## config.mk

```make
export PLATFORM = sky130hd
export DESIGN_NAME = xmem_pager
export DESIGN_NICKNAME = d
export VERILOG_FILES = /design/src/rtl/xmem_pkg.sv /design/src/rtl/xmem_ptr_bank.sv /design/src/rtl/xmem_addr_sel.sv /design/src/rtl/xmem_strobe_seq.sv /design/src/rtl/xmem_pager.sv
export SDC_FILE = /design/constraint.sdc
export NUM_CORES = 1
export LEC_CHECK = 0
export ABC_AREA = 1
export BUFFER_PORTS_ARGS = -buffer_cell sky130_fd_sc_hd__buf_2
export CORE_ASPECT_RATIO = 1.5
export CORE_MARGIN = 5
export CORE_UTILIZATION = 30
export DETAILED_ROUTE_END_ITERATION = 10
export GPL_ROUTABILITY_DRIVEN = 0
export GPL_TIMING_DRIVEN = 0
export MAX_ROUTING_LAYER = met4
export PLACE_DENSITY = 0.46
export RECOVER_POWER = 100
export SYNTH_ARGS = -nofsm -noshare
export SYNTH_HDL_FRONTEND = slang
export SYNTH_SLANG_ARGS = --single-unit
```

## constraint.sdc

```tcl
create_clock -name clk -period 4.5 [get_ports clk]
set_input_delay 0.225 -clock clk [delete_from_list [all_inputs] [get_ports clk]]
set_output_delay 0.225 -clock clk [all_outputs]
set_load 0.005 [all_outputs]
```

## src/rtl/xmem_pkg.sv

```systemverilog
package xmem_pkg;
  localparam int STR_W = 3;
  localparam int CTL_SEL = 0;
  localparam int CTL_AUTO = 1;
  localparam int CTL_STR_LSB = 4;

  typedef enum logic [2:0] {
    RA_P0_LO = 3'd0,
    RA_P0_HI = 3'd1,
    RA_P0_PG = 3'd2,
    RA_P1_LO = 3'd3,
    RA_P1_HI = 3'd4,
    RA_P1_PG = 3'd5,
    RA_IDX   = 3'd6,
    RA_CTRL  = 3'd7
  } reg_addr_e;
endpackage

```

## src/rtl/xmem_ptr_bank.sv

```systemverilog
module xmem_ptr_bank
  import xmem_pkg::*;
#(
  parameter int DW = 8,
  parameter bit DEC_EN = 1'b1,
  localparam int PW = 2 * DW
) (
  input  logic             clk,
  input  logic             rst,
  input  logic             wr_en,
  input  logic [2:0]       wr_addr,
  input  logic [DW-1:0]    wr_data,
  input  logic [2:0]       rd_addr,
  output logic [DW-1:0]    rd_data,
  input  logic             step_en,
  input  logic             step_down,
  input  logic             flip,
  output logic [PW-1:0]    act_ptr,
  output logic [DW-1:0]    act_page,
  output logic [DW-1:0]    idx_hi,
  output logic             auto_en,
  output logic [STR_W-1:0] stretch
);
  reg_addr_e wa, ra;
  assign wa = reg_addr_e'(wr_addr);
  assign ra = reg_addr_e'(rd_addr);

  logic [PW-1:0] ptr_q [2];
  logic [DW-1:0] page_q [2];
  logic          sel_q;
  logic          auto_q;
  logic [STR_W-1:0] str_q;
  logic [DW-1:0] idx_q;
  logic [PW-1:0] stepped;

  assign act_ptr  = ptr_q[sel_q];
  assign act_page = page_q[sel_q];
  assign idx_hi   = idx_q;
  assign auto_en  = auto_q;
  assign stretch  = str_q;

  generate
    if (DEC_EN) begin : g_updown
      assign stepped = step_down ? act_ptr - PW'(1) : act_ptr + PW'(1);
    end else begin : g_uponly
      assign stepped = act_ptr + PW'(1);
    end
  endgenerate

  genvar i;
  generate
    for (i = 0; i < 2; i++) begin : g_ptr
      localparam reg_addr_e CODE_LO = reg_addr_e'(3 * i);
      localparam reg_addr_e CODE_HI = reg_addr_e'(3 * i + 1);
      localparam reg_addr_e CODE_PG = reg_addr_e'(3 * i + 2);
      logic hit_lo, hit_hi;
      assign hit_lo = wr_en && (wa == CODE_LO);
      assign hit_hi = wr_en && (wa == CODE_HI);

      always_ff @(posedge clk) begin
        if (rst) begin
          ptr_q[i] <= '0;
        end else if (hit_lo) begin
          ptr_q[i][DW-1:0] <= wr_data;
        end else if (hit_hi) begin
          ptr_q[i][PW-1:DW] <= wr_data;
        end else if (step_en && (sel_q == 1'(i))) begin
          ptr_q[i] <= stepped;
        end
      end

      always_ff @(posedge clk) begin
        if (rst) begin
          page_q[i] <= '0;
        end else if (wr_en && (wa == CODE_PG)) begin
          page_q[i] <= wr_data;
        end
      end
    end
  endgenerate

  always_ff @(posedge clk) begin
    if (rst) begin
      sel_q  <= 1'b0;
      auto_q <= 1'b0;
      str_q  <= '0;
      idx_q  <= '0;
    end else begin
      if (wr_en && (wa == RA_CTRL)) begin
        sel_q  <= wr_data[CTL_SEL];
        auto_q <= wr_data[CTL_AUTO];
        str_q  <= wr_data[CTL_STR_LSB +: STR_W];
      end else if (flip) begin
        sel_q <= ~sel_q;
      end
      if (wr_en && (wa == RA_IDX)) begin
        idx_q <= wr_data;
      end
    end
  end

  always_comb begin
    rd_data = '0;
    unique case (ra)
      RA_P0_LO: rd_data = ptr_q[0][DW-1:0];
      RA_P0_HI: rd_data = ptr_q[0][PW-1:DW];
      RA_P0_PG: rd_data = page_q[0];
      RA_P1_LO: rd_data = ptr_q[1][DW-1:0];
      RA_P1_HI: rd_data = ptr_q[1][PW-1:DW];
      RA_P1_PG: rd_data = page_q[1];
      RA_IDX:   rd_data = idx_q;
      RA_CTRL: begin
        rd_data[CTL_SEL] = sel_q;
        rd_data[CTL_AUTO] = auto_q;
        rd_data[CTL_STR_LSB +: STR_W] = str_q;
      end
      default: rd_data = '0;
    endcase
  end

  // Pointers move only on a write or a step
  assert_ptr_quiet_R8: assert property (@(posedge clk) disable iff (rst)
    (!wr_en && !step_en) |=> ($stable(ptr_q[0]) && $stable(ptr_q[1])));

  // Select changes only on a control write or an auto-switch flip
  assert_sel_hold_R9: assert property (@(posedge clk) disable iff (rst)
    (!(wr_en && wa == RA_CTRL) && !flip) |=> $stable(sel_q));

  // A flip without a control write inverts the select
  assert_sel_flip_R9: assert property (@(posedge clk) disable iff (rst)
    (flip && !(wr_en && wa == RA_CTRL)) |=> (sel_q != $past(sel_q)));
endmodule

```

## src/rtl/xmem_addr_sel.sv

```systemverilog
module xmem_addr_sel #(
  parameter int DW = 8,
  localparam int PW = 2 * DW,
  localparam int AW = 3 * DW
) (
  input  logic          indirect,
  input  logic [PW-1:0] act_ptr,
  input  logic [DW-1:0] act_page,
  input  logic [DW-1:0] idx_hi,
  input  logic [DW-1:0] lo,
  output logic [AW-1:0] addr
);
  always_comb begin
    if (indirect) addr = {{DW{1'b0}}, idx_hi, lo};
    else          addr = {act_page, act_ptr};
  end
endmodule

```

## src/rtl/xmem_strobe_seq.sv

```systemverilog
module xmem_strobe_seq
  import xmem_pkg::*;
#(
  parameter int DW = 8,
  localparam int AW = 3 * DW
) (
  input  logic             clk,
  input  logic             rst,
  input  logic             req_valid,
  output logic             req_ready,
  input  logic             req_write,
  input  logic             req_indirect,
  input  logic [AW-1:0]    addr_in,
  input  logic [DW-1:0]    wdata_in,
  input  logic [STR_W-1:0] stretch,
  output logic             done,
  output logic             done_ptr,
  output logic [DW-1:0]    rd_data,
  output logic [AW-1:0]    mem_addr,
  output logic [DW-1:0]    mem_wdata,
  output logic             mem_wdata_oe,
  output logic             mem_rd,
  output logic             mem_wr,
  input  logic [DW-1:0]    mem_rdata
);
  logic             active_q;
  logic [STR_W-1:0] cnt_q;
  logic             is_wr_q;
  logic             is_ind_q;
  logic [AW-1:0]    addr_q;
  logic [DW-1:0]    wdata_q;
  logic [DW-1:0]    rd_q;
  logic             accept;
  logic             last;

  assign accept = req_valid && !active_q;
  assign last   = active_q && (cnt_q == '0);

  always_ff @(posedge clk) begin
    if (rst) begin
      active_q <= 1'b0;
      cnt_q    <= '0;
      is_wr_q  <= 1'b0;
      is_ind_q <= 1'b0;
      addr_q   <= '0;
      wdata_q  <= '0;
      rd_q     <= '0;
    end else if (accept) begin
      active_q <= 1'b1;
      cnt_q    <= stretch;
      is_wr_q  <= req_write;
      is_ind_q <= req_indirect;
      addr_q   <= addr_in;
      wdata_q  <= wdata_in;
    end else if (active_q) begin
      if (last) begin
        active_q <= 1'b0;
        if (!is_wr_q) rd_q <= mem_rdata;
      end else begin
        cnt_q <= cnt_q - STR_W'(1);
      end
    end
  end

  assign req_ready    = !active_q;
  assign done         = last;
  assign done_ptr     = last && !is_ind_q;
  assign rd_data      = rd_q;
  assign mem_addr     = addr_q;
  assign mem_wdata    = wdata_q;
  assign mem_rd       = active_q && !is_wr_q;
  assign mem_wr       = active_q && is_wr_q;
  assign mem_wdata_oe = active_q && is_wr_q;

  // Never both strobes at once
  assert_one_strobe_R5: assert property (@(posedge clk) disable iff (rst)
    !(mem_rd && mem_wr));

  // Address and data hold across a running strobe
  assert_hold_R6: assert property (@(posedge clk) disable iff (rst)
    ((mem_rd || mem_wr) && !done) |=>
      ((mem_rd || mem_wr) && $stable(mem_addr) && $stable(mem_wdata)));

  // Strobe ends right after done
  assert_done_ends_R7: assert property (@(posedge clk) disable iff (rst)
    done |=> !(mem_rd || mem_wr));

  // Ready is low throughout the strobe
  assert_stall_R7: assert property (@(posedge clk) disable iff (rst)
    (mem_rd || mem_wr) |-> !req_ready);
endmodule

```

## src/rtl/xmem_pager.sv

```systemverilog
module xmem_pager
  import xmem_pkg::*;
#(
  parameter int DW = 8,
  parameter bit DEC_EN = 1'b1,
  localparam int PW = 2 * DW,
  localparam int AW = 3 * DW
) (
  input  logic          clk,
  input  logic          rst,
  input  logic          reg_we,
  input  logic [2:0]    reg_addr,
  input  logic [DW-1:0] reg_wdata,
  output logic [DW-1:0] reg_rdata,
  input  logic          step_en,
  input  logic          step_down,
  input  logic          req_valid,
  output logic          req_ready,
  input  logic          req_write,
  input  logic          req_indirect,
  input  logic [DW-1:0] req_lo,
  input  logic [DW-1:0] req_wdata,
  output logic          done,
  output logic [DW-1:0] rd_data,
  output logic [AW-1:0] mem_addr,
  output logic [DW-1:0] mem_wdata,
  output logic          mem_wdata_oe,
  output logic          mem_rd,
  output logic          mem_wr,
  input  logic [DW-1:0] mem_rdata
);
  logic [PW-1:0]    act_ptr;
  logic [DW-1:0]    act_page;
  logic [DW-1:0]    idx_hi;
  logic             auto_en;
  logic [STR_W-1:0] stretch;
  logic [AW-1:0]    req_addr;
  logic             done_ptr;
  logic             flip;

  assign flip = done_ptr && auto_en;

  xmem_ptr_bank #(.DW(DW), .DEC_EN(DEC_EN)) u_bank (
    .clk      (clk),
    .rst      (rst),
    .wr_en    (reg_we),
    .wr_addr  (reg_addr),
    .wr_data  (reg_wdata),
    .rd_addr  (reg_addr),
    .rd_data  (reg_rdata),
    .step_en  (step_en),
    .step_down(step_down),
    .flip     (flip),
    .act_ptr  (act_ptr),
    .act_page (act_page),
    .idx_hi   (idx_hi),
    .auto_en  (auto_en),
    .stretch  (stretch)
  );

  xmem_addr_sel #(.DW(DW)) u_asel (
    .indirect(req_indirect),
    .act_ptr (act_ptr),
    .act_page(act_page),
    .idx_hi  (idx_hi),
    .lo      (req_lo),
    .addr    (req_addr)
  );

  xmem_strobe_seq #(.DW(DW)) u_seq (
    .clk         (clk),
    .rst         (rst),
    .req_valid   (req_valid),
    .req_ready   (req_ready),
    .req_write   (req_write),
    .req_indirect(req_indirect),
    .addr_in     (req_addr),
    .wdata_in    (req_wdata),
    .stretch     (stretch),
    .done        (done),
    .done_ptr    (done_ptr),
    .rd_data     (rd_data),
    .mem_addr    (mem_addr),
    .mem_wdata   (mem_wdata),
    .mem_wdata_oe(mem_wdata_oe),
    .mem_rd      (mem_rd),
    .mem_wr      (mem_wr),
    .mem_rdata   (mem_rdata)
  );

  // Data bus enable tracks the write strobe
  assert_oe_R5: assert property (@(posedge clk) disable iff (rst)
    mem_wdata_oe == mem_wr);
endmodule

```

==> flow_summary_export.csv <==
group,metric,value,unit
routing,wl_per_cell,18.6,um
yosys,syn_nets,840,
clock_network,clkSinkCount,108,
grt,grt-ovfl-total,0,
worst_setup_path,reg2reg_slack,1.32,ns
grt,grt_max_degree,19,
routing,post-route-drc-count,0,
routing,post_drt_via_cell_ratio,4.81,
final_layout,fin_util,0.357,
hold_path,hold_path_end,"u_seq.mem_wdata[7]",
grt,grtUsageTotal,0.197,
worst_setup_path,crit_required,4.61,ns
routing,drt-total-wl,21300,um
yosys,synthCells,780,
worst_setup_path,crit_slowest_cell,"clkbuf_1",
final_layout,num-fill-cells,2116,
clock_network,cts_hold_buf,0,
grt,grt_pass1_vias,5598,
routing,first_pass_iters,5,
floorplanning,core_area,0.0192,mm2
timing,rsz0062_at_grt,"no",
worst_setup_path,slowest_delay,0.57,ns
routing,antenna_left,0,
power_and_ir_drop,p_leak,3.05,nW
floorplanning,initial_utilization,0.305,
clock_network,post_cts_buffers,0,
placement,io_buffers,94,
hold_path,worstHoldStart,"req_wdata[7]",
clock_network,cts_resized,0,
final_layout,ff_latch_area,0.00264,mm2
worst_setup_path,r2r_cells,15,
yosys,yosysTopAreaCell,"edfxtp_1",
final_layout,drive_above_1_share,0.108,
final_layout,antenna_cells,0,
timing,setup_viol,0,
routing,first_iter_violations,330,
floorplanning,fp.dieH,181,um
clock_network,cts.htree.levels,3,
power_and_ir_drop,power_density,365,mW/mm2
worst_setup_path,arrival,3.29,ns
placement,dp_cells,1130,
power_and_ir_drop,power,0.00250,W
worst_setup_path,cp_max_fo,10,
yosys,async_reset_ff_frac,0,
worst_setup_path,critical_path_class,"reg -> reg",
worst_setup_path,crit_top_cell,"nand2_1",
clock_network,clock_latency,0.36,ns
hold_path,hold_depth,3,
worst_setup_path,r2r-end,"u_bank.ptr_q[1][9]",
timing,worst_slew_pin_slew,1.27,ns
worst_setup_path,cp_num_buf_inv,3,
final_layout,multi_input_area,0.00267,mm2
yosys,yosys.cell_types.count,40,
yosys,yosysTopAreaCellShare,0.246,
clock_network,cts.path.max_buffers,2,
timing,timing.hold.ws,0.124,ns
worst_setup_path,startpoint_type,"register",
timing,fmax,314,MHz
timing,post-route-period-util,0.708,
timing,final-hold-violation-count,0,
floorplanning,row_count,62,
worst_setup_path,end_kind,"register",
final_layout,nNetsFinal,945,
clock_network,cts-root-buf,"clkbuf_16",
floorplanning,die-area,0.0225,mm2
routing,vias,5510,
yosys,syn_avg_cell_area,7.50,um2
final_layout,syn_to_final_growth,16.9,%
yosys,yosys-top-cells-area,"edfxtp_1, dfxtp_1, nand2_1, inv_1, o21ai_0",
yosys,yosysSeqAreaShare,0.451,
worst_setup_path,critical-path-top-delay-family,"buffers and inverters",
final_layout,stdcell_count,1146,
yosys,ys_top_cells_by_count,"nand2_1, inv_1, nor2_1",
floorplanning,die_w,124,um
timing,skew,0.0137,ns
clock_network,cts_tree,"yes",
floorplanning,ioPinCount,96,
grt,antenna_found_initial,0,
status,status,"finished clean",
yosys,synth_ff_type,"dfxtp_1",
clock_network,numCtsBuffers,9,
placement,dp_hpwl,17400,um
hold_path,worstHoldPathType,"in -> reg",
grt,grt_pass1_wl,32000,um
timing,report.final.slew_viol_count,0,
worst_setup_path,crit_chain,"clkbuf_1 -> clkbuf_1 -> nand2_1 -> o21ai_0 -> ha_1 -> nand2_1 -> inv_1 -> nand2_1 -> nand2_1 -> nand2_1 -> nand2_1 -> nand2_1 -> nand3_1 -> nand3_1 -> nand2_1",
yosys,synth_edf_count,48,
timing,min_period,3.18,ns
yosys,synth_seq_cells,108,
timing,maxSlewHeadroom,0.143,
job,maxCapViolCount,0,
yosys,yosysWarnings,0,
power_and_ir_drop,vdd_ir_drop_max,0.177,mV
yosys,yosysMostFrequentCell,"nand2_1",
yosys,syn_area,0.00585,mm2
clock_network,clk_pin_slew,0.07,ns
timing,fin_tns_setup,0,ns
worst min-delay path: cells and delay by family:
family,cells,cell delay [ns]
AND/OR/NAND/NOR,1,0.08
AO/OA/AOI/OAI,1,0.07
buffers and inverters,1,0.08
worst max path at each step:
stage,start,end,cells after the start
2_1_floorplan,register,u_bank.ptr_q[0][10],13
3_3_place_gp,register,u_bank.ptr_q[1][13],13
3_5_place_dp,register,u_bank.ptr_q[0][5],14
4_1_cts,register,u_bank.ptr_q[1][10],14
5_1_grt,register,u_bank.ptr_q[1][9],15
6_report,register,u_bank.ptr_q[1][9],15
report_power, final:
part | internal [W] | total (W) | switching, W
clock | 0.000435 | 0.000817 | 0.000382
sequential | 0.00110 | 0.00114 | 0.0000386
combinational | 0.000170 | 0.000540 | 0.000370
cells by family (layout without fill, tap and decap cells):
family / Yosys count / count (layout) / share of synthesized area
adders and majority gates: 17 / 17 / 0.0376
and+or+nand+nor: 366 / 366 / 0.258
buffers and inverters: 123 / 233 / 0.0872
DFF: 108 / 108 / 0.451
xor gates and xnor gates: 9 / 9 / 0.0135
AOI/OAI and AO/OA: 157 / 157 / 0.152
per-layer routing:
metal,track usage,part of all wire,wire length (um)
met4,0.0969,0.051,1090
met2,0.353,0.52,11200
met1,0.208,0.38,8000
met5,-,0,0
met3,0.0266,0.050,1070
state kept, by name (all words and copies together), names as in the netlist, 3 cells and up, named ones only:
register and cells:
u_bank.ptr_q 32, u_seq.mem_addr 24, u_bank.page_q 16, u_bank.idx_hi 8, u_seq.mem_wdata 8, u_seq.rd_data 8, u_bank.stretch 3, u_seq.cnt_q 3
final cells by class:
| type | count | area share |
|---|---|---|
| Timing Repair Buffer | 94 | 0.0622 |
| Sequential cell | 108 | 0.386 |
| Tap cell | 256 | 0.0468 |
| Clock buffer | 9 | 0.0329 |
| Buffer | 25 | 0.0172 |
| Multi-Input combinational cell | 549 | 0.389 |
| Inverter | 98 | 0.0545 |
| Clock inverter | 7 | 0.0108 |
placed cells by master (no fill, tap or decap), types with 2 or more instances in the layout:
cell / instances
nand2_1: 228
o21ai_0: 67
nand4_1: 2
xor2_1: 8
edfxtp_1: 48
dfxtp_1: 60
a221oi_1: 3
clkbuf_16: 9
inv_4: 2
nand2_2: 2
o2111ai_1: 2
a211oi_1: 6
buf_2: 61
a22oi_1: 3
o211ai_1: 8
nor2_2: 4
nor3_1: 3
a31oi_1: 9
nor2_1: 79
ha_1: 16
inv_6: 2
o22ai_1: 12
buf_6: 2
clkinv_2: 2
inv_2: 4
inv_1: 92
nand3_1: 44
clkbuf_1: 54
a21oi_1: 42
per-stage QoR:
stage          worst slack (ns)  cell area, um2
6_report                   1.32            6840
5_1_grt                    1.01            6840
4_1_cts                    1.70            6940
3_5_place_dp               1.74            6640
3_3_place_gp               1.73            6640
2_1_floorplan              2.37            5850
(Power assumes the default switching activity.)
